<file path="src/rtl/sdclk_pkg.sv">
package sdclk_pkg;
  localparam int CFG_W     = 32;
  localparam int RD_BIT    = 0;
  localparam int SHIFT_LSB = 1;
  localparam int SHIFT_W   = 3;
  localparam int DRV_LSB   = 4;
  localparam int DRV_W     = 2;
  localparam int MASK_LSB  = 7;
  localparam int N_OUT     = 5;
  localparam int MAX_TAP   = 6;
  localparam int TPC       = 2;  // reference ticks per core clock
  localparam logic [SHIFT_W-1:0] SHIFT_RSVD = 3'b111;
  localparam logic [CFG_W-1:0]   CFG_RST    = 32'h0000_0801;
  localparam int USED_TOP  = MASK_LSB + N_OUT;
  localparam logic [CFG_W-1:0] CFG_WMASK =
    ((CFG_W'(1) << USED_TOP) - CFG_W'(1)) & ~(CFG_W'(1) << (DRV_LSB + DRV_W));

  typedef struct packed {
    logic [N_OUT-1:0]   mask;
    logic [DRV_W-1:0]   drv;
    logic [SHIFT_W-1:0] shift;
    logic               rd;
  } cfg_t;
endpackage

</file>
<file path="src/rtl/sdclk_cfg_reg.sv">
module sdclk_cfg_reg
  import sdclk_pkg::*;
(
  input  logic             clk,
  input  logic             rst,
  input  logic             we,
  input  logic [CFG_W-1:0] wdata,
  output logic [CFG_W-1:0] rdata,
  output cfg_t             cfg
);
  logic [CFG_W-1:0] q;
  logic [CFG_W-1:0] nxt;

  // Reserved bits are masked off; the reserved shift code keeps the old field.
  always_comb begin
    nxt = wdata & CFG_WMASK;
    if (wdata[SHIFT_LSB +: SHIFT_W] == SHIFT_RSVD)
      nxt[SHIFT_LSB +: SHIFT_W] = q[SHIFT_LSB +: SHIFT_W];
  end

  always_ff @(posedge clk) begin
    if (rst)     q <= CFG_RST;
    else if (we) q <= nxt;
  end

  assign rdata     = q;
  assign cfg.rd    = q[RD_BIT];
  assign cfg.shift = q[SHIFT_LSB +: SHIFT_W];
  assign cfg.drv   = q[DRV_LSB +: DRV_W];
  assign cfg.mask  = q[MASK_LSB +: N_OUT];
endmodule

</file>
<file path="src/rtl/sdclk_phase_core.sv">
module sdclk_phase_core
  import sdclk_pkg::*;
#(
  parameter int HALF_T = 8,
  localparam int PER   = 2 * HALF_T,
  localparam int CNT_W = $clog2(PER)
)(
  input  logic               clk,
  input  logic               rst,
  input  logic               start_i,
  input  logic [SHIFT_W-1:0] pend_tap,
  output logic               sel_o,
  output logic               clk_int_o,
  output logic               sync_o,
  output logic [SHIFT_W-1:0] act_tap_o,
  output logic               armed_o
);
  logic [CNT_W-1:0]   cnt;
  logic               base;
  logic [MAX_TAP-1:0] dl;
  logic               start_q;
  logic [SHIFT_W-1:0] tgt;
  logic               old_sel, new_sel;

  always_ff @(posedge clk) begin
    if (rst)                            cnt <= '0;
    else if (cnt == CNT_W'(PER - 1))    cnt <= '0;
    else                                cnt <= cnt + CNT_W'(1);
  end

  assign base = (cnt < CNT_W'(HALF_T));

  for (genvar g = 0; g < MAX_TAP; g++) begin : g_dl
    if (g == 0) begin : g_head
      always_ff @(posedge clk) begin
        if (rst) dl[0] <= 1'b0;
        else     dl[0] <= base;
      end
    end else begin : g_body
      always_ff @(posedge clk) begin
        if (rst) dl[g] <= 1'b0;
        else     dl[g] <= dl[g-1];
      end
    end
  end

  function automatic logic pick(input logic [SHIFT_W-1:0] t,
                                input logic b,
                                input logic [MAX_TAP-1:0] d);
    logic r;
    r = b;
    for (int k = 1; k <= MAX_TAP; k++)
      if (t == SHIFT_W'(k)) r = d[k-1];
    return r;
  endfunction

  assign old_sel = pick(act_tap_o, base, dl);
  assign new_sel = pick(tgt, base, dl);

  always_ff @(posedge clk) begin
    if (rst) begin
      start_q   <= 1'b0;
      armed_o   <= 1'b0;
      tgt       <= '0;
      act_tap_o <= '0;
      clk_int_o <= 1'b0;
      sync_o    <= 1'b0;
    end else begin
      start_q <= start_i;
      if (start_i && !start_q) begin
        tgt     <= pend_tap;
        armed_o <= 1'b1;
      end else if (armed_o && !old_sel && !new_sel) begin
        act_tap_o <= tgt;
        armed_o   <= 1'b0;
      end
      clk_int_o <= old_sel;
      sync_o    <= (cnt == '0);
    end
  end

  assign sel_o = old_sel;
endmodule

</file>
<file path="src/rtl/sdclk_lane.sv">
module sdclk_lane #(
  parameter bit RST_EN = 1'b1
)(
  input  logic clk,
  input  logic rst,
  input  logic sel_i,
  input  logic mask_i,
  output logic clk_o
);
  logic en;

  always_ff @(posedge clk) begin
    if (rst) begin
      en    <= RST_EN;
      clk_o <= 1'b0;
    end else begin
      if (!sel_i) en <= !mask_i;
      clk_o <= sel_i & en;
    end
  end
endmodule

</file>
<file path="src/rtl/sdclk_capture.sv">
module sdclk_capture
  import sdclk_pkg::*;
#(
  parameter int MAX_CORE = 2,
  localparam int STG     = TPC * MAX_CORE - 1,
  localparam int IDX_LO  = TPC - 2,
  localparam int IDX_HI  = TPC * MAX_CORE - 2
)(
  input  logic clk,
  input  logic rst,
  input  logic clk_int,
  input  logic rd_i,
  output logic cap_o
);
  logic           clk_d;
  logic           rise;
  logic [STG-1:0] p;

  assign rise = clk_int & ~clk_d;

  for (genvar g = 0; g < STG; g++) begin : g_pipe
    if (g == 0) begin : g_head
      always_ff @(posedge clk) begin
        if (rst) p[0] <= 1'b0;
        else     p[0] <= rise;
      end
    end else begin : g_body
      always_ff @(posedge clk) begin
        if (rst) p[g] <= 1'b0;
        else     p[g] <= p[g-1];
      end
    end
  end

  always_ff @(posedge clk) begin
    if (rst) begin
      clk_d <= 1'b0;
      cap_o <= 1'b0;
    end else begin
      clk_d <= clk_int;
      cap_o <= rd_i ? p[IDX_HI] : p[IDX_LO];
    end
  end
endmodule

</file>
<file path="src/rtl/sdclk_phase_shifter.sv">
module sdclk_phase_shifter
  import sdclk_pkg::*;
#(
  parameter int HALF_T = 8
)(
  input  logic             clk,
  input  logic             rst,
  input  logic             cfg_we,
  input  logic [CFG_W-1:0] cfg_wdata,
  output logic [CFG_W-1:0] cfg_rdata,
  input  logic             start_i,
  output logic [N_OUT-1:0] sdclk_o,
  output logic             ref_sync_o,
  output logic             cap_o,
  output logic [DRV_W-1:0] drive_o
);
  cfg_t               cfg;
  logic               sel;
  logic               clk_int;
  logic [SHIFT_W-1:0] act_tap;
  logic               armed;

  sdclk_cfg_reg u_cfg (
    .clk(clk), .rst(rst), .we(cfg_we), .wdata(cfg_wdata),
    .rdata(cfg_rdata), .cfg(cfg)
  );

  sdclk_phase_core #(.HALF_T(HALF_T)) u_core (
    .clk(clk), .rst(rst), .start_i(start_i), .pend_tap(cfg.shift),
    .sel_o(sel), .clk_int_o(clk_int), .sync_o(ref_sync_o),
    .act_tap_o(act_tap), .armed_o(armed)
  );

  for (genvar i = 0; i < N_OUT; i++) begin : g_lane
    sdclk_lane #(.RST_EN(!CFG_RST[MASK_LSB + i])) u_lane (
      .clk(clk), .rst(rst), .sel_i(sel), .mask_i(cfg.mask[i]),
      .clk_o(sdclk_o[i])
    );
  end

  sdclk_capture u_cap (
    .clk(clk), .rst(rst), .clk_int(clk_int), .rd_i(cfg.rd), .cap_o(cap_o)
  );

  assign drive_o = cfg.drv;
endmodule

</file>
<file path="config.mk">
export PLATFORM = sky130hd
export DESIGN_NAME = sdclk_phase_shifter
export DESIGN_NICKNAME = d
export VERILOG_FILES = /design/src/rtl/sdclk_pkg.sv /design/src/rtl/sdclk_cfg_reg.sv /design/src/rtl/sdclk_phase_core.sv /design/src/rtl/sdclk_lane.sv /design/src/rtl/sdclk_capture.sv /design/src/rtl/sdclk_phase_shifter.sv
export SDC_FILE = /design/constraint.sdc
export NUM_CORES = 1
export LEC_CHECK = 0
export BUFFER_PORTS_ARGS = -buffer_cell sky130_fd_sc_hd__buf_2
export CORE_UTILIZATION = 45
export CTS_BUF_LIST = sky130_fd_sc_hd__clkbuf_16
export CTS_CLUSTER_DIAMETER = 60
export DETAILED_ROUTE_END_ITERATION = 10
export HOLD_SLACK_MARGIN = 0.1
export PLACE_DENSITY = 0.75
export SLEW_MARGIN = 20
export SYNTH_ARGS = -nofsm -noshare
export SYNTH_HDL_FRONTEND = slang
export SYNTH_SLANG_ARGS = --single-unit
</file>
<file path="constraint.sdc">
create_clock -name clk -period 2.5 [get_ports clk]
set_input_delay 0.125 -clock clk [delete_from_list [all_inputs] [get_ports clk]]
set_output_delay 0.125 -clock clk [all_outputs]
set_load 0.03 [all_outputs]
</file>
# After elaboration in Yosys (flattened, before gate mapping)
# Index checks and enable logic that the tools add are counted.
[word_totals] reg_bits=46 input_bits=36 out_inout_bits=41 word_cells=86
[op_classes] n_addsub=1 order_cmp=1 n_eq_ne=14 n_mux=15 n_bitwise=9 reduce_logical=16
[ops] operator="$eq 3x3->1 const B" count=7
[ops] operator="$mux 1" count=15
[ops] operator="$eq 3x2->1 const B" count=4
[ops] operator="$logic_not 1->1" count=8
[ops] operator="$and 1x1->1" count=6
[ops] operator="$eq 3x1->1 const B" count=2
[ops] operator="$add 4x1->4 const B" count=1
[ops] operator="$eq 4x4->1 const B" count=1
[ops] operator="$logic_not 4->1" count=1
[ops] operator="$lt 4x4->1 const B" count=1
[ops] operator="$reduce_and 2->1" count=2
[ops] operator="$logic_and 1x1->1" count=3
[ops] operator="$not 1->1" count=3
[ops] operator="$reduce_bool 2->1" count=1
[ops] operator="$reduce_or 2->1" count=1

# Longest topological paths before layout
# Gate-level depths: netlist of run 1.
[logic_depth] depth_word=12 mapped_depth=6 depth_no_buf=5

# Cells and area by module
# Synthesis of run 1 repeated with hierarchy kept, for this count alone.
[unflattened] cells_unflattened=190 hier_area_um2=2006.9
[by_module_without_submodules] module="sdclk_phase_core" instances=1 cells_each=71 area_each_um2=838.3 seq_area_each_um2=400.4
[by_module_without_submodules] module="sdclk_cfg_reg" instances=1 cells_each=74 area_each_um2=689.4 seq_area_each_um2=220.2
[by_module_without_submodules] module="sdclk_lane (g_lane[0].u_lane ...)" instances=4 cells_each=7 area_each_um2=67.6 seq_area_each_um2=40.0
[by_module_without_submodules] module="sdclk_capture" instances=1 cells_each=11 area_each_um2=146.4 seq_area_each_um2=100.1
[by_module_without_submodules] module="sdclk_lane (g_lane[4].u_lane)" instances=1 cells_each=6 area_each_um2=62.6 seq_area_each_um2=40.0

# Worst setup path before layout of run 1
# OpenSTA, ideal clock, no wires.
[synth_path] path_type="flip-flop to flip-flop" start="register u_core.act_tap_o[2]" end="register u_core.act_tap_o[0]" setup_time_ps=72 arrival_ps=1735 t_required_ps=2428 slack_ps=693 stages_incl_launch_ff=5 n_path_buf=0 period_less_slack_ps=1807 path_cell_list="dfxtp_1 mux4_2 mux2_4 nor4b_4 mux2i_1"
[synth_between] elab_chain_cells=11 word_cells_on_any_way=16 cone_classes="6 x eq/ne; 6 x mux; 4 x reduce/logical"
[synth_rtl] item="start: declaration" line="sdclk_phase_core.sv:15" text="output logic [SHIFT_W-1:0] act_tap_o,"
[synth_rtl] item="start signal: assignment" line="sdclk_phase_core.sv:74" text="act_tap_o <= tgt;"
[synth_rtl] item="$eq 3x1->1" line="sdclk_phase_core.sv:53" text="if (t == SHIFT_W'(k)) r = d[k-1];"
[synth_rtl] item="$mux 1 (5 in series)" line="sdclk_phase_core.sv:53"
[synth_rtl] item="$mux 1 *" line="sdclk_phase_core.sv:53"
[synth_rtl] item="$logic_not 1->1 *" line="sdclk_phase_core.sv:73" text="end else if (armed_o && !old_sel && !new_sel) begin"
[synth_rtl] item="$logic_and 1x1->1 * (2 in series)" line="sdclk_phase_core.sv:73"
[synth_rtl] item="$reduce_and 2->1 (no source line) *"
# Mark *: on every way between the ends. The rest lies on a longest branch, timed or not.
# A chain may end at the register's enable or synchronous reset.

# Worst setup path in the final report of run 1
[layout_path] start="register u_core.cnt[3]" end="register u_core.act_tap_o[0]"
[layout_between] elab_chain_cells=11 word_cells_on_any_way=18 cone_classes="1 x order compare; 12 x mux; 5 x reduce/logical"
[layout_rtl] item="start: declaration" line="sdclk_phase_core.sv:18" text="logic [CNT_W-1:0] cnt;"
[layout_rtl] item="start signal: assignment" line="sdclk_phase_core.sv:28" text="else cnt <= cnt + CNT_W'(1);"
[layout_rtl] item="$lt 4x4->1 *" line="sdclk_phase_core.sv:31" text="assign base = (cnt < CNT_W'(HALF_T));"
[layout_rtl] item="$mux 1 (6 in series)" line="sdclk_phase_core.sv:53"
[layout_rtl] item="$logic_not 1->1" line="sdclk_phase_core.sv:73"
[layout_rtl] item="$logic_and 1x1->1" line="sdclk_phase_core.sv:73"
[layout_rtl] item="$logic_and 1x1->1 *" line="sdclk_phase_core.sv:73"
[layout_rtl] item="$reduce_and 2->1 (no source line) *"
# Marked as above.

==> reports/metrics.yaml, run 1 <==
outcome:
  status: "finished clean"
grt:
  grt-ovfl-total: 0
  grt_pass1_vias: 1085
  grt_pass1_wl_um: 4720
  track_usage: 0.148
  grt_start_max_net_pins: 31
  antenna_found_initial: 0
die:
  coreArea_mm2: 0.00406
  fp-row-count: 23
  die_h_um: 67.3
  die_width_um: 67.3
  initial_core_util: 0.473
  dieArea_mm2: 0.00453
  io_pins: 77
worst_setup_path:
  path_cells: "inv_2 > mux4_2 > mux2_4 > nor4b_4 > mux2i_1"
  required_ns: 2.70
  path_class: "reg2reg"
  rr_startpoint: "u_core.cnt[3]"
  ff2ff_setup_slack_ns: 0.51
  slowest_delay_ns: 0.47
  slowest_stage: "mux4_2"
  crit_arrival_ns: 2.19
  reg2reg_depth: 5
  worstReg2RegEnd: "u_core.act_tap_o[0]"
  crit_fanout: 16
  critPathLaunchType: "flop"
  endpoint_kind: "flop"
cts:
  cts-root-buf: "clkbuf_16"
  cts_buffer_depth: 2
  cts.sinks: 46
  worstSkewPairLatency_ns: 0.28
  htreeDepth: 2
  clkTransAtPathRegs_ns: 0.05
  cts_buffers: 5
  cts_tree: "yes"
cells_and_area:
  layout_commonest_cell: "dfxtp_1"
  fin_nets: 258
  regArea_um2: 921
  area_growth_pct: 12.6
  final_core_util: 0.533
  insertedDiodeCount: 0
  most-common-layout-cells: "dfxtp_1 (46), buf_2 (34), conb_1 (21)"
  drive_gt1_frac: 0.218
  fill_cells: 387
  multi_input_area_um2: 763
min_path:
  hold_depth: 3
  hold_path_class: "in2reg"
  worstHoldEndpoint: "u_cfg.rdata[4]"
  worstHoldStart: "cfg_wdata[4]"
synth:
  synth_warnings: 0
  postSynthCellCount: 192
  syn_area_per_cell_um2: 10.0
  synth_area_mm2: 0.00192
  synth.distinct_cells: 23
  ys_ff_latch: 46
  ys_seq_area_frac: 0.479
timing:
  timing.fmax_mhz: 503
  whs_ns: 0.0968
  fin_setup_tns_ns: 0
  rsz0062_at_grt: "no"
  fin_ws_ns: 0.512
  clock-skew-final_ns: 0.00450
  setup_viol: 0
  final.min_clock_period_ns: 1.99
  finalHoldViolCount: 0
  drv_slew: 0
  fin_crit_sh: 0.795
  worst_slew_pin_slew_ns: 0.643
  relSlewSlack: 0.571
run:
  maxCapViolations: 0
drt:
  drt_wl_total_um: 2800
  drc: 0
  dr.pass1.iters: 4
  drtIter0Drc: 52
  wl_per_cell_um: 10.4
  viasPerCell: 4.57
  num_vias: 1233
  ant_nets: 0
power:
  combPwrFrac: 0.124
  peakVddDrop_uv: 420
  seq_power_share: 0.500
  p_sw_frac: 0.244
  p_per_area_mw_per_mm2: 727
  p_int_mw: 1.19
  switchingPower_mw: 0.384
  power_mw: 1.57
  p_clk_frac: 0.376
  leakage_nw: 1.01
placed_design:
  port_buffers: 34
  pre_cts_slack_ns: 0.500
  gp_congestion: 0.762
  hpwl_um: 1940
==> power by group through the flow <==
| stage | logic [mW] | clock network, mW | registers [mW] |
|---|---|---|---|
| global placement | 0.183 | 0 | 0.801 |
| finish | 0.194 | 0.591 | 0.786 |
| global route | 0.214 | 0.650 | 0.790 |
| floorplan | 0.173 | 0 | 0.813 |
| CTS | 0.196 | 0.611 | 0.787 |
| detailed placement | 0.186 | 0 | 0.803 |
==> how the worst max path moves through the flow <==
stage | startpoint | end | slack [ns] | cells after the start
5_1_grt | u_core.cnt[3] | u_core.act_tap_o[2] | 0.37 | 5
2_1_floorplan | u_core.act_tap_o[2] | u_core.act_tap_o[0] | 0.69 | 4
4_1_cts | u_core.act_tap_o[2] | u_core.act_tap_o[0] | 0.48 | 4
6_report | u_core.cnt[3] | u_core.act_tap_o[0] | 0.51 | 5
3_3_place_gp | u_core.act_tap_o[2] | u_core.act_tap_o[0] | 0.54 | 4
3_5_place_dp | u_core.cnt[3] | u_core.act_tap_o[0] | 0.50 | 5
==> final cells by class <==
cell class                      count  share of cell area
Timing Repair Buffer               43               0.119
Inverter                            7              0.0121
Clock buffer                        5              0.0578
Tap cell                           50              0.0289
Multi-Input combinational cell    117               0.353
Clock inverter                      2             0.00347
Sequential cell                    46               0.426
==> logic make-up after synthesis <==
logic type               Yosys count  share of synthesized area
buffers and inverters             49                      0.162
AND/OR/NAND/NOR                   58                      0.157
other                              1                    0.00195
XOR/XNOR                           1                    0.00456
adder cells (fa/ha/maj)            2                     0.0130
multiplexers                      21                      0.139
flip-flops                        46                      0.479
AO/OA/AOI/OAI                     14                     0.0430
==> metrics by stage <==
stage,instances,area (µm²)
floorplan,212,2000
global placement,255,1950
detailed placement,255,1950
CTS,270,2160
global route,270,2160
finish,270,2160
==> synth_stat cells <==
| cell | number | area, µm² |
|---|---|---|
| mux2i_1 | 15 | 150 |
| mux2_2 | 1 | 11.3 |
| nor3_1 | 4 | 20.0 |
| mux2_4 | 1 | 15.0 |
| inv_1 | 6 | 22.5 |
| clkbuf_1 | 8 | 30.0 |
| xnor2_1 | 1 | 8.76 |
| o211ai_1 | 5 | 37.5 |
| buf_4 | 34 | 255 |
| nand2_1 | 17 | 63.8 |
| mux4_2 | 4 | 90.1 |
| nor2b_1 | 14 | 87.6 |
| o21ai_0 | 2 | 10.0 |
| nor4b_4 | 1 | 23.8 |
| nor3b_1 | 1 | 7.51 |
| and3_1 | 7 | 43.8 |
| ha_1 | 2 | 25.0 |
| nor2_1 | 13 | 48.8 |
| a21oi_1 | 7 | 35.0 |
| dfxtp_1 | 46 | 921 |
| conb_1 | 1 | 3.75 |
| nand4_1 | 1 | 6.26 |
| inv_2 | 1 | 3.75 |
==> what timing repair did <==
item | 4_1_cts | 5_1_grt
setup endpoints to repair | 0 | 0
resized for setup | 0 | 0
hold buffers | 8 | 0
hold endpoints to repair | 8 | 0
buffers inserted | 0 | 0
==> sequential cells by signal (all words and copies together), names as in the netlist <==
name	count
u_cfg.rdata	11
u_core.dl	6
g_lane.u_lane.clk_o	5
g_lane.u_lane.en	5
u_core.cnt	4
u_cap.p	3
u_core.act_tap_o	3
u_core.tgt	3
u_cap.cap_o	1
u_cap.clk_d	1
u_core.armed_o	1
u_core.clk_int_o	1
u_core.start_q	1
u_core.sync_o	1
==> worst max-delay path: cells and delay by family (launching register included) <==
family	cells	cell delay [ns]
muxes	3	1.06
and+or+nand+nor	1	0.40
buffers and inverters	1	0.07
DFF	1	0.37
==> layer usage <==
metal  track usage  part of all wire
met5             0                 0
met4        0.0718             0.016
met3        0.0659             0.052
met2         0.246              0.48
met1         0.158              0.45
(Power assumes the default switching activity.)
==> run 2, diff against run 1 <==
--- a/config.mk
+++ b/config.mk
@@ -5,6 +5,7 @@
 export SDC_FILE = /design/constraint.sdc
 export NUM_CORES = 1
 export LEC_CHECK = 0
+export ABC_AREA = 1
 export BUFFER_PORTS_ARGS = -buffer_cell sky130_fd_sc_hd__buf_2
 export CORE_UTILIZATION = 45
 export CTS_BUF_LIST = sky130_fd_sc_hd__clkbuf_16
==> constraint.sdc (replaced) <==
create_clock -name clk -period 1.85 [get_ports clk]
set_input_delay 0.0925 -clock clk [delete_from_list [all_inputs] [get_ports clk]]
set_output_delay 0.0925 -clock clk [all_outputs]
set_load 0.03 [all_outputs]
==> reports/metrics.yaml, run 2 <==
grt:
  track_usage: 0.156  # was 0.148
  grt_pass1_wl_um: 5180  # was 4720 µm
  grtUsageMet3: 0.0450  # was 0.0659
  grt_pass1_vias: 1228  # was 1085
  grt-ovfl-total: 0  # unchanged
  grt_start_max_net_pins: 23  # was 31
  grt_util_met1: 0.175  # was 0.158
  antenna_found_initial: 0  # unchanged
  grt.met2_usage: 0.260  # was 0.246
  grt_busiest_layer: "met2"  # unchanged
drt:
  drtIter0Drc: 22  # was 52
  viasPerCell: 4.43  # was 4.57
  drt_wl_total_um: 3200  # was 2800 µm
  drc: 0  # unchanged
  wl_per_cell_um: 9.58  # was 10.4 µm
  dr.pass1.iters: 4  # unchanged
  ant_nets: 0  # unchanged
  num_vias: 1481  # was 1233
cts:
  cts_setup_buffers: 0  # unchanged
  cts_buffers: 5  # unchanged
  hold_buffers: 10  # was 8
  cts-root-buf: "clkbuf_16"  # unchanged
  worstSkewPairLatency_ns: 0.28  # about the same
  cts_tree: "yes"  # unchanged
  htreeDepth: 2  # unchanged
  post_cts_resized: 0  # unchanged
  clkTransAtPathRegs_ns: 0.06  # was 0.05 ns
  cts.sinks: 46  # unchanged
  cts_buffer_depth: 2  # unchanged
power:
  p_per_area_mw_per_mm2: 1130  # was 727 mW/mm²
  power_mw: 2.51  # was 1.57 mW
  peakVddDrop_uv: 589  # was 420 µV
  leakage_nw: 1.12  # was 1.01 nW
worst_setup_path:
  path_cells: "dlygate4sd3_1 > buf_2 > a21oi_1 > dlygate4sd3_1 > o21ai_0"  # was inv_2 > mux4_2 > mux2_4 > nor4b_4 > mux2i_1
  slowest_stage: "dlygate4sd3_1"  # was mux4_2
  path_class: "in2reg"  # was reg2reg
  slowest_delay_ns: 0.57  # was 0.47 ns
  endpoint_kind: "flop"  # unchanged
  critPathLaunchType: "primary input"  # was flop
  reg2reg_depth: 8  # was 5
  required_ns: 2.02  # was 2.70 ns
  crit_fanout: 6  # was 16
  cpMostUsedCell: "dlygate4sd3_1"
  crit_arrival_ns: 1.56  # was 2.19 ns
die:
  initial_core_util: 0.479  # was 0.473
  die_h_um: 67.9  # was 67.3 µm
  dieArea_mm2: 0.00462  # was 0.00453 mm²
  coreArea_mm2: 0.00409  # was 0.00406 mm²
  io_pins: 77  # unchanged
  fp-row-count: 23  # unchanged
  die_width_um: 67.9  # was 67.3 µm
synth:
  synth_ff_type: "dfxtp_1"  # unchanged
  yosysMostFrequentCell: "dfxtp_1"  # unchanged
  synth_warnings: 0  # unchanged
  synth_edf_count: 0  # unchanged
  async_flop_share: 0  # unchanged
  synth.distinct_cells: 24  # was 23
  syn_area_per_cell_um2: 7.83  # was 10.0 µm²
  synth_area_leaders: "dfxtp_1 (47%), buf_4 (13%), nor2_1 (7.9%)"  # was dfxtp_1 (48%), buf_4 (13%), mux2i_1 (7.8%)
  synth_common_cells: "dfxtp_1 (46), nor2_1 (41), buf_4 (34), inv_1 (34), nand2_1 (27)"  # was dfxtp_1 (46), buf_4 (34), nand2_1 (17)
  synth_area_mm2: 0.00196  # was 0.00192 mm²
  ys_ff_latch: 46  # unchanged
  postSynthCellCount: 250  # was 192
  ys_seq_area_frac: 0.471  # was 0.479
  yosys.area.top_type: "dfxtp_1"  # unchanged
  synth_top_area_share: 0.471  # was 0.479
placed_design:
  gp_congestion: 0.902  # was 0.762
  hpwl_um: 2210  # was 1940 µm
  place_area_mm2: 0.00199  # was 0.00195 mm²
  port_buffers: 34  # unchanged
  dp_cells: 316  # was 255
  pre_cts_slack_ns: 0.551  # was 0.500 ns
min_path:
  hold_path_class: "in2reg"  # unchanged
  hold_depth: 3  # unchanged
cells_and_area:
  most-common-layout-cells: "dfxtp_1 (46), nor2_1 (41), inv_1 (35)"  # was dfxtp_1 (46), buf_2 (34), conb_1 (21)
  layout_commonest_cell: "dfxtp_1"  # unchanged
  drive_gt1_frac: 0.180  # was 0.218
  area_growth_pct: 13.9  # was 12.6%
  stdcell_area_mm2: 0.00223  # was 0.00216 mm²
  insertedDiodeCount: 0  # unchanged
  stdcell_count: 334  # was 270
  largest_register_ffs: 11  # unchanged
  fill_cells: 398  # was 387
  final_core_util: 0.545  # was 0.533
  fin_nets: 321  # was 258
timing:
  fin_setup_tns_ns: 0  # unchanged
  finalHoldViolCount: 0  # unchanged
  fin_ws_ns: 0.460  # was 0.512 ns
  drv_slew: 0  # unchanged
  rsz0062_at_grt: "no"  # unchanged
  timing.fmax_mhz: 719
  clock-skew-final_ns: 0.00385  # was 0.00450 ns
  setup_viol: 0  # unchanged
  fin_crit_sh: 0.751
  whs_ns: 0.105  # was 0.0968 ns
  final.min_clock_period_ns: 1.39
run:
  maxCapViolations: 0  # unchanged
outcome:
  status: "finished clean"  # unchanged
run 2: power breakdown:
part | switching, mW | leakage [nW] | internal, mW | total (mW)
sequential | 0.0666 | 0.380 | 1.11 | 1.18
combinational | 0.333 | 0.665 | 0.151 | 0.484
clock | 0.351 | 0.0750 | 0.495 | 0.846
run 2: kinds of logic after synthesis:
kind of cell	share of synthesized area
AO/OA/AOI/OAI	0.108
adder cells (fa/ha/maj)	0.0128
buffers and inverters	0.215
flip-flops	0.471
other	0.00192
AND/OR/NAND/NOR	0.192
run 2: layer usage:
metal	part of all wire	vias up
li1	-	782
met1	0.45	647
met2	0.48	47
met3	0.048	5
met4	0.024	0
met5	0	-
run 2: critical path: cells and delay by family:
family | cells | cell delay (ns)
buf+inv | 3 | 1.26
compound gates | 2 | 0.22
run 2: final cells by class:
type | count | area [µm²] | area share
Clock buffer | 5 | 125 | 0.0561
Clock inverter | 3 | 17.5 | 0.00786
Inverter | 37 | 141 | 0.0634
Multi-Input combinational cell | 149 | 691 | 0.310
Sequential cell | 46 | 921 | 0.413
Tap cell | 50 | 62.6 | 0.0281
Timing Repair Buffer | 44 | 270 | 0.121
run 2: path summary, 6_finish.rpt:
check	endpoint	from	slack, ns
worst max-delay path	u_cfg.rdata[11]	cfg_we	0.46
worst max register to register	u_core.act_tap_o[0]	u_core.act_tap_o[1]	0.57
worst min register to register	u_cap.p[0]	u_cap.clk_d	0.39
worst min-delay path	u_cfg.rdata[7]	cfg_wdata[7]	0.11
==> run 3, diff against run 2 <==
--- a/config.mk
+++ b/config.mk
@@ -7,7 +7,7 @@
 export LEC_CHECK = 0
 export ABC_AREA = 1
 export BUFFER_PORTS_ARGS = -buffer_cell sky130_fd_sc_hd__buf_2
-export CORE_UTILIZATION = 45
+export CORE_UTILIZATION = 43
 export CTS_BUF_LIST = sky130_fd_sc_hd__clkbuf_16
 export CTS_CLUSTER_DIAMETER = 60
 export DETAILED_ROUTE_END_ITERATION = 10
==> constraint.sdc (replaced) <==
create_clock -name clk -period 1.25 [get_ports clk]
set_input_delay 0.0625 -clock clk [delete_from_list [all_inputs] [get_ports clk]]
set_output_delay 0.0625 -clock clk [all_outputs]
set_load 0.03 [all_outputs]
==> reports/metrics.yaml, run 3 (synthesis results as in run 2) <==
drt:
  wl_per_cell_um: 10.6  # was 9.58 µm
  viasPerCell: 4.53  # was 4.43
  drc: 0  # unchanged
  drtIter0Drc: 43  # was 22
  num_vias: 1560  # was 1481
  drt_wl_total_um: 3640  # was 3200 µm
  dr.pass1.iters: 4  # unchanged
  ant_nets: 0  # unchanged
power:
  p_per_area_mw_per_mm2: 1610  # was 1130 mW/mm²
  peakVddDrop_uv: 868  # was 589 µV
  leakage_nw: 1.16  # was 1.12 nW
grt:
  grt_start_max_net_pins: 22  # was 23
  antenna_found_initial: 0  # unchanged
  grt_pass1_wl_um: 5670  # was 5180 µm
  grt-ovfl-total: 0  # unchanged
  track_usage: 0.151  # was 0.156
  grt_pass1_vias: 1378  # was 1228
placed_design:
  gp_congestion: 0.811  # was 0.902
  place_area_mm2: 0.00201  # was 0.00199 mm²
  hpwl_um: 2290  # was 2210 µm
  port_buffers: 34  # unchanged
run:
  maxCapViolations: 0  # unchanged
timing:
  timing.fmax_mhz: 772
  rsz0062_at_grt: "yes"  # was no
  setup_viol: 3  # was 0
  finalHoldViolCount: 0  # unchanged
  final.min_clock_period_ns: 1.30
  fin_ws_ns: -0.0450  # was 0.460 ns
  clock-skew-final_ns: 0.00602  # was 0.00385 ns
  drv_slew: 0  # unchanged
  whs_ns: 0.130  # was 0.105 ns
  fin_crit_sh: 1.04
worst_setup_path:
  rr_startpoint: "u_core.act_tap_o[0]"  # was u_core.act_tap_o[1]
  required_ns: 1.46  # was 2.02 ns
  cp.depth: 10  # was 5
  path_cells: "inv_4 > nand2_2 > nand3_2 > nand2_2 > nand2_2 > nand3_4 > nand3_4 > nand2_2 > nand2_1 > nor2_1"  # was dlygate4sd3_1 > buf_2 > a21oi_1 > dlygate4sd3_1 > o21ai_0
  crit_path_end: "u_core.act_tap_o[1]"  # was u_cfg.rdata[11]
  crit_family: "simple AND/OR/NAND/NOR gates"  # was buffers and inverters
  endpoint_kind: "flop"  # unchanged
  crit_arrival_ns: 1.50  # was 1.56 ns
  crit_start: "u_core.act_tap_o[0]"  # was cfg_we
  cpMostUsedCell: "nand2_2"  # was dlygate4sd3_1
  critical_path_buf_inv_count: 1  # was 3
  crit_fanout: 7  # was 6
  critPathLaunchType: "flop"  # was primary input
  path_class: "reg2reg"  # was in2reg
  worstReg2RegEnd: "u_core.act_tap_o[1]"  # was u_core.act_tap_o[0]
  ff2ff_setup_slack_ns: -0.05  # was 0.57 ns
  slowest_stage: "dfxtp_4"  # was dlygate4sd3_1
  reg2reg_depth: 10  # was 8
  slowest_delay_ns: 0.38  # was 0.57 ns
die:
  initial_core_util: 0.449  # was 0.479
  die_width_um: 69.5  # was 67.9 µm
  dieArea_mm2: 0.00482  # was 0.00462 mm²
  io_pins: 77  # unchanged
  die_h_um: 69.5  # was 67.9 µm
  fp-row-count: 24  # was 23
  coreArea_mm2: 0.00435  # was 0.00409 mm²
cells_and_area:
  largest_register_ffs: 11  # unchanged
  drive_gt1_frac: 0.260  # was 0.180
  fin_nets: 329  # was 321
  layout_commonest_cell: "nor2_1"  # was dfxtp_1
  insertedDiodeCount: 0  # unchanged
  area_growth_pct: 20.7  # was 13.9%
  stdcell_area_mm2: 0.00236  # was 0.00223 mm²
  most-common-layout-cells: "nor2_1 (40), dfxtp_1 (39), inv_1 (34), buf_2 (34)"  # was dfxtp_1 (46), nor2_1 (41), inv_1 (35)
cts:
  cts_buffer_depth: 2  # unchanged
  worstSkewPairLatency_ns: 0.28  # about the same
  cts.sinks: 46  # unchanged
  htreeDepth: 2  # unchanged
  clkTransAtPathRegs_ns: 0.06  # about the same
  cts_buffers: 5  # unchanged
  cts-root-buf: "clkbuf_16"  # unchanged
  cts_tree: "yes"  # unchanged
outcome:
  violations: "negative setup slack"
  status: "complete, but fails checks"  # was finished clean
min_path:
  hold_path_class: "in2reg"  # unchanged
[run 3: how the worst min path moves through the flow]
stage                     slack (ns)        endpoint         start  depth (start not counted)
after CTS                       0.12  u_cfg.rdata[2]  cfg_wdata[2]                          5
after global placement          0.27  u_cfg.rdata[0]  cfg_wdata[0]                          3
after global routing            0.17  u_cfg.rdata[2]  cfg_wdata[2]                          5
final                           0.13  u_cfg.rdata[2]  cfg_wdata[2]                          5
after detailed placement        0.28  u_cfg.rdata[0]  cfg_wdata[0]                          3
after floorplan                 0.16    u_core.dl[0]           rst                          1
[run 3: worst register-to-register path: cells and delay by family, from the launching register on]
kind | cells | cell delay (ns)
buf+inv | 1 | 0.05
simple gates | 9 | 0.79
flops | 1 | 0.38
[run 3: final cells by class]
cell class | count | area, µm²
fillers | 396 | 1990
flip-flops and latches | 46 | 932
multi-input cells | 149 | 733
repair buffers | 52 | 340
inverters | 37 | 149
clock buffers | 5 | 125
well taps | 52 | 65.1
clock inverters | 3 | 17.5
[run 3: power by group]
group | total (mW) | switching, mW | internal [mW] | leakage, nW
sequential | 1.76 | 0.108 | 1.65 | 0.383
clock | 1.25 | 0.522 | 0.732 | 0.0750
combinational | 0.779 | 0.526 | 0.253 | 0.705
total | 3.79 | 1.16 | 2.64 | 1.16
[run 3: metal layers]
| layer | global-route usage | share of wire | vias up |
|---|---|---|---|
| li1 | - | - | 795 |
| met1 | 0.163 | 0.42 | 706 |
| met2 | 0.261 | 0.50 | 52 |
| met3 | 0.0552 | 0.058 | 7 |
| met4 | 0.0703 | 0.019 | 0 |
| met5 | 0 | 0 | - |
[run 3: stage by stage]
stage / power, mW / TNS (ns) / worst slack, ns / cells / util
finish: 3.79 / -0.121 / -0.0450 / 344 / 0.543
global route: 3.99 / -0.962 / -0.142 / 344 / 0.543
CTS: 3.78 / 0 / 0.00447 / 343 / 0.529
detailed placement: 2.48 / -0.0599 / -0.0229 / 321 / 0.462
global placement: 2.46 / 0 / 0.0268 / 321 / 0.462
floorplan: 2.43 / 0 / 0.122 / 270 / -
[run 3: what timing repair did]
| action | 4_1_cts | 5_1_grt |
|---|---|---|
| pin swaps | 0 | 6 |
| resized for setup | 8 | 20 |
| endpoints found under the hold margin | 11 | 1 |
| hold buffers | 14 | 1 |
| buffers inserted | 0 | 1 |
| endpoints found under the setup margin | 9 | 16 |
